--- src/rtl/bx_seq_pkg.sv ---
package bx_seq_pkg;

    typedef enum logic [1:0] {
        PH_IDLE    = 2'd0,
        PH_FETCH   = 2'd1,
        PH_REFILL1 = 2'd2,
        PH_REFILL2 = 2'd3
    } phase_e;

    localparam logic [1:0] SIZE_WORD = 2'd2;
    localparam logic [1:0] SIZE_HALF = 2'd1;

endpackage

--- src/rtl/bx_isa_decode.sv ---
module bx_isa_decode #(
    parameter int ADDR_W = 32
) (
    input  logic              state_i,
    output logic [ADDR_W-1:0] width_o,
    output logic [1:0]        size_o
);
    import bx_seq_pkg::*;

    always_comb begin
        width_o = state_i ? ADDR_W'(2) : ADDR_W'(4);
        size_o  = state_i ? SIZE_HALF : SIZE_WORD;
    end
endmodule

--- src/rtl/bx_tgt_align.sv ---
module bx_tgt_align #(
    parameter int ADDR_W = 32
) (
    input  logic [ADDR_W-1:0] target_i,
    output logic [ADDR_W-1:0] aligned_o,
    output logic              new_state_o
);
    localparam logic [ADDR_W-1:0] MASK_HALF = ~ADDR_W'(1);
    localparam logic [ADDR_W-1:0] MASK_WORD = ~ADDR_W'(3);

    always_comb begin
        new_state_o = target_i[0];
        aligned_o   = target_i & (target_i[0] ? MASK_HALF : MASK_WORD);
    end
endmodule

--- src/rtl/bx_fetch_seq.sv ---
module bx_fetch_seq #(
    parameter int ADDR_W = 32
) (
    input  logic              clk,
    input  logic              rst_n,
    input  logic              start_i,
    input  logic              cur_state_i,
    input  logic [ADDR_W-1:0] pc_i,
    input  logic [ADDR_W-1:0] target_i,
    output logic [ADDR_W-1:0] addr_o,
    output logic [1:0]        size_o,
    output logic              write_o,
    output logic              mreq_o,
    output logic              seq_o,
    output logic              opfetch_o,
    output logic              state_o,
    output logic              done_o,
    output logic [ADDR_W-1:0] next_addr_o
);
    import bx_seq_pkg::*;

    typedef struct packed {
        phase_e            phase;
        logic [ADDR_W-1:0] addr;
        logic [1:0]        size;
        logic              mreq;
        logic              seq;
        logic              opf;
        logic              st;
        logic              done;
        logic [ADDR_W-1:0] tgt;
        logic              nst;
        logic [ADDR_W-1:0] nxt;
    } seq_regs_t;

    seq_regs_t r_d, r_q;

    logic [ADDR_W-1:0] old_width, new_width, tgt_aligned;
    logic [1:0]        old_size, new_size;
    logic              tgt_state;

    bx_isa_decode #(.ADDR_W(ADDR_W)) u_old_dec (
        .state_i (cur_state_i),
        .width_o (old_width),
        .size_o  (old_size)
    );

    bx_isa_decode #(.ADDR_W(ADDR_W)) u_new_dec (
        .state_i (r_q.nst),
        .width_o (new_width),
        .size_o  (new_size)
    );

    bx_tgt_align #(.ADDR_W(ADDR_W)) u_align (
        .target_i    (target_i),
        .aligned_o   (tgt_aligned),
        .new_state_o (tgt_state)
    );

    always_comb begin
        r_d      = r_q;
        r_d.done = 1'b0;
        unique case (r_q.phase)
            PH_IDLE: begin
                r_d.mreq = 1'b0;
                r_d.opf  = 1'b0;
                r_d.seq  = 1'b0;
                if (start_i) begin
                    r_d.phase = PH_FETCH;
                    r_d.addr  = pc_i + (old_width << 1);
                    r_d.size  = old_size;
                    r_d.st    = cur_state_i;
                    r_d.mreq  = 1'b1;
                    r_d.opf   = 1'b1;
                    r_d.tgt   = tgt_aligned;
                    r_d.nst   = tgt_state;
                end
            end
            PH_FETCH: begin
                r_d.phase = PH_REFILL1;
                r_d.addr  = r_q.tgt;
                r_d.size  = new_size;
                r_d.st    = r_q.nst;
                r_d.seq   = 1'b1;
            end
            PH_REFILL1: begin
                r_d.phase = PH_REFILL2;
                r_d.addr  = r_q.tgt + new_width;
                r_d.nxt   = r_q.tgt + (new_width << 1);
                r_d.done  = 1'b1;
            end
            default: begin
                r_d.phase = PH_IDLE;
                r_d.mreq  = 1'b0;
                r_d.opf   = 1'b0;
                r_d.seq   = 1'b0;
            end
        endcase
    end

    always_ff @(posedge clk) begin
        if (!rst_n) begin
            r_q <= '{phase: PH_IDLE, default: '0};
        end else begin
            r_q <= r_d;
        end
    end

    assign addr_o      = r_q.addr;
    assign size_o      = r_q.size;
    assign write_o     = 1'b0;
    assign mreq_o      = r_q.mreq;
    assign seq_o       = r_q.seq;
    assign opfetch_o   = r_q.opf;
    assign state_o     = r_q.st;
    assign done_o      = r_q.done;
    assign next_addr_o = r_q.nxt;

    // one accepted start gives exactly three request cycles
    a_r8_three_cycles: assert property (@(posedge clk) disable iff (!rst_n)
        $rose(mreq_o) |=> mreq_o ##1 mreq_o ##1 !mreq_o);

    // the non-sequential first cycle is followed by a sequential refill
    a_r3_refill_follows: assert property (@(posedge clk) disable iff (!rst_n)
        (mreq_o && !seq_o) |=> (mreq_o && seq_o && !done_o));

    // done comes only in a sequential request cycle after another request
    a_r4_done_last: assert property (@(posedge clk) disable iff (!rst_n)
        done_o |-> (mreq_o && seq_o && $past(mreq_o) && $past(seq_o)));

    // handoff address is one width past the last fetch
    a_r5_handoff: assert property (@(posedge clk) disable iff (!rst_n)
        done_o |-> (next_addr_o == addr_o + (state_o ? ADDR_W'(2) : ADDR_W'(4))));

    // fetch addresses are aligned to the width in force
    a_r7_aligned: assert property (@(posedge clk) disable iff (!rst_n)
        mreq_o |-> (state_o ? (addr_o[0] == 1'b0) : (addr_o[1:0] == 2'b00)));

    // access-size code matches the state bit on every request
    a_r2_size_code: assert property (@(posedge clk) disable iff (!rst_n)
        mreq_o |-> (size_o == (state_o ? SIZE_HALF : SIZE_WORD)));

    // an instruction fetch is flagged exactly when memory is requested
    a_r6_fetch_flag: assert property (@(posedge clk) disable iff (!rst_n)
        opfetch_o == mreq_o);
endmodule

--- config.mk ---
export PLATFORM = sky130hd
export DESIGN_NAME = bx_fetch_seq
export DESIGN_NICKNAME = d
export VERILOG_FILES = /design/src/rtl/bx_seq_pkg.sv /design/src/rtl/bx_isa_decode.sv /design/src/rtl/bx_tgt_align.sv /design/src/rtl/bx_fetch_seq.sv
export SDC_FILE = /design/constraint.sdc
export NUM_CORES = 1
export LEC_CHECK = 0
export ABC_AREA = 1
export BUFFER_PORTS_ARGS = -buffer_cell sky130_fd_sc_hd__buf_2
export CAP_MARGIN = 10
export CORE_MARGIN = 1
export CORE_UTILIZATION = 35
export DETAILED_ROUTE_END_ITERATION = 10
export GPL_ROUTABILITY_DRIVEN = 0
export GPL_TIMING_DRIVEN = 0
export PLACE_DENSITY = 0.67
export REMOVE_ABC_BUFFERS = 1
export SLEW_MARGIN = 20
export SYNTH_ARGS = -nofsm -noshare
export SYNTH_HDL_FRONTEND = slang
export SYNTH_SLANG_ARGS = --single-unit
--- constraint.sdc ---
create_clock -name clk -period 4.08 [get_ports clk]
set_clock_uncertainty 0.2 [all_clocks]
set_input_delay 1.02 -clock clk [delete_from_list [all_inputs] [get_ports clk]]
set_output_delay 1.02 -clock clk [all_outputs]
set_load 0.01 [all_outputs]
==> key figures <==
Outcome
  • Status: completed

Yosys
  • Synth area leader: dfxtp_1
  • Post-synth ARST share: 0%
  • Most common cell in the netlist: nand2_1
  • Post-synthesis sequential area ratio: roughly 29%
  • Synth area leaders: dfxtp_1 29%, nand2_1 13%, o21ai_0 8.1%, buf_4 7.3%, nor2_1 7.1%
  • Syn Std Cell Area: slightly above 7000 sq um
  • Cell variety after synth: 37
  • Post-Syn Instances: approximately 1100
  • Top cells by count, synth: 242 x nand2_1, 134 x nor2_1, 132 x inv_1
  • Synth Warn #: 0
  • Seq cells post-synth: a little over 100
  • Ys flop type: dfxtp_1
  • Syn avg cell area: around 6.3 sq um
  • Synth top area share: 28.7%
  • EDFF count, synth: 0

Setup path
  • Critical Path RT: 4.13 ns
  • Setup CP Type: reg -> reg
  • Reg2reg end: addr_o[7]
  • CP arrival: 3.38 ns
  • CP Max Fanout: 28
  • Reg2reg path depth: 7
  • CP Launch Type: register
  • Crit path capture type: register
  • FF-to-FF setup slack: approximately 0.74 ns
  • Reg-to-reg startpoint: r_q[105]

Timing
  • Endpoints failing setup: 0
  • Worst-Margin Slew: 0.988 ns
  • RSZ-0062 raised after global routing: no
  • Crit share post-route: between 80% and 90%
  • Hold slack: roughly 0.28 ns
  • Final hold vios: 0
  • Max_slew headroom: 34.1%
  • Setup WS post-layout: between 0.7 and 0.8 ns
  • Pins Over Slew Limit: 0
  • Maximum clock frequency: between 200 and 300 MHz
  • Minimum clock period: 3.34 ns

Routing
  • Remaining DRCs: 0
  • Routed wire per std cell: approximately 15 microns
  • Vias/cell: ~4.9
  • Final ANT Viol Nets: 0
  • DR pass1 iterations: 7
  • Drt first-iter violations: around 540
  • Vias after detailed routing: 7126
  • Final wirelength: approximately 22 mm

Worst hold path
  • Min-Delay Path Depth: 2
  • Hold_sp: next_addr_o[29]
  • Hold path endpoint: next_addr_o[29]
  • Worst Hold Class: reg -> reg

Global routing
  • Global-route wire length before repair: 34.5 mm
  • Largest net degree at the start of global routing: slightly above 80
  • Number of global-route vias before repair: around 6600
  • Total Routing Usage GR: roughly 21%
  • GRT Residual Overflow: 0
  • Initial antenna violation count: 0

Place
  • I/O Buffers: 137
  • Place WS: between 0.8 and 0.9 ns
  • HPWL Detailed: 16.5 mm
  • DP Area: 7540 sq um

Floorplanning
  • Initial Util: 36.1%
  • Die Area: 20900 sq um
  • # rows: 51
  • Chip Width: about 140 microns
  • Top-level port count: 140
  • Chip height: ~140 microns
  • Area of the core: a little under 20000 sq um

Clock tree
  • CTS clk-pin slew, worst paths: approximately 0.080 ns
  • Resized Gates After CTS: 0
  • Clk sinks: 102
  • Worst-Skew Late Latency: around 0.36 ns
  • TritonCTS buffer count: 9
  • Hold Buf Count CTS: 0
  • Clock root buffer: clkbuf_16
  • Setup Fix Bufs, Post-CTS: 0
  • Clk buf depth: 2
  • H-tree depth: 3
  • CTS tree: built

Final layout
  • Inserted Diodes: 0
  • Share of layout cells above drive strength 1: ~17%
  • # fillers: about 2200
  • Fin nets: between 1000 and 1500
  • Area grow syn2layout: 11.0%
  • Core Util, Final: 40.1%
  • Final Cell Area: about 7900 sq um

Run
  • Maxcap violations: 0

Pwr
  • Leakage: about 0.0036 uW
  • Peak supply drop: between 300 and 400 uV
  • Power per standard cell area: around 620 nW/um^2
==> layer usage <==
metal | up-vias | track usage [%] | part of all wire (%)
met2 | 229 | 34.3 | 45
met5 | - | 0 | 0
li1 | 3656 | - | -
met3 | 33 | 3.64 | 6.4
met1 | 3208 | 29.0 | 47
met4 | 0 | 7.42 | 2.5
==> kinds of logic after synthesis <==
group           Yosys count  synth area share (%)
buf+inv                 246                  16.8
xor+xnor                 24                  2.96
simple gates            505                  30.8
compound gates          245                  18.2
fa+ha+maj                12                  2.43
other cells               1                0.0528
flops                   102                  28.7
==> how the worst max path moves through the flow <==
| stage | startpoint | endpoint |
|---|---|---|
| after floorplan | start_i | addr_o[5] |
| after global placement | start_i | addr_o[7] |
| after detailed placement | r_q[105] | addr_o[7] |
| after CTS | r_q[105] | addr_o[7] |
| after global routing | r_q[105] | addr_o[7] |
| final | r_q[105] | addr_o[7] |
==> worst max-delay path, stage by stage (launching register included) <==
cell and delay [ns]:
dfxtp_1 0.39, inv_1 0.11, ha_1 0.82, inv_4 0.34, o21ai_4 0.62, inv_2 0.25, a211oi_1 0.40, nor2_1 0.07
==> sequential cells by signal, indices dropped and copies added, names as in the netlist <==
signal / flops
done_o: 1
addr_o: 32
seq_o: 1
r_q: 34
mreq_o: 1
next_addr_o: 31
size_o: 2
==> metrics by stage <==
stage | power [uW] | instances | TNS, ns
final | 4850 | 1447 | 0
after global routing | 5230 | 1447 | 0
after CTS | 4880 | 1447 | 0
after detailed placement | 3840 | 1431 | 0
after global placement | 3730 | 1428 | -37.08
after floorplan | 2920 | 1026 | 0
==> area by class of cell <==
cell class	count	area (sq um)	share of cell area, %
tap	265	332	4.20
timing repair buffer	140	763	9.68
sequential	102	2040	25.9
multi-input combinational	788	3890	49.3
inverter	136	513	6.50
clock buffer	10	229	2.90
clock inverter	6	116	1.48
==> power breakdown <==
part           switching, uW  internal, uW
logic                   1480           748
clock network            411           606
registers                275          1330
==> layout by cell type (no fill, tap or decap), drive strengths merged, types with 3 or more instances in the layout <==
cell,count
nand4,13
bufinv,3
o21ai,127
nor3,5
o22ai,4
dfxtp,102
fa,3
a31oi,6
nor2,157
a21oi,92
inv,137
nand3,72
clkbuf,10
or2,3
ha,9
nand2,255
buf,140
o211ai,8
xor2,23
Power figures use the tool's default switching activity.
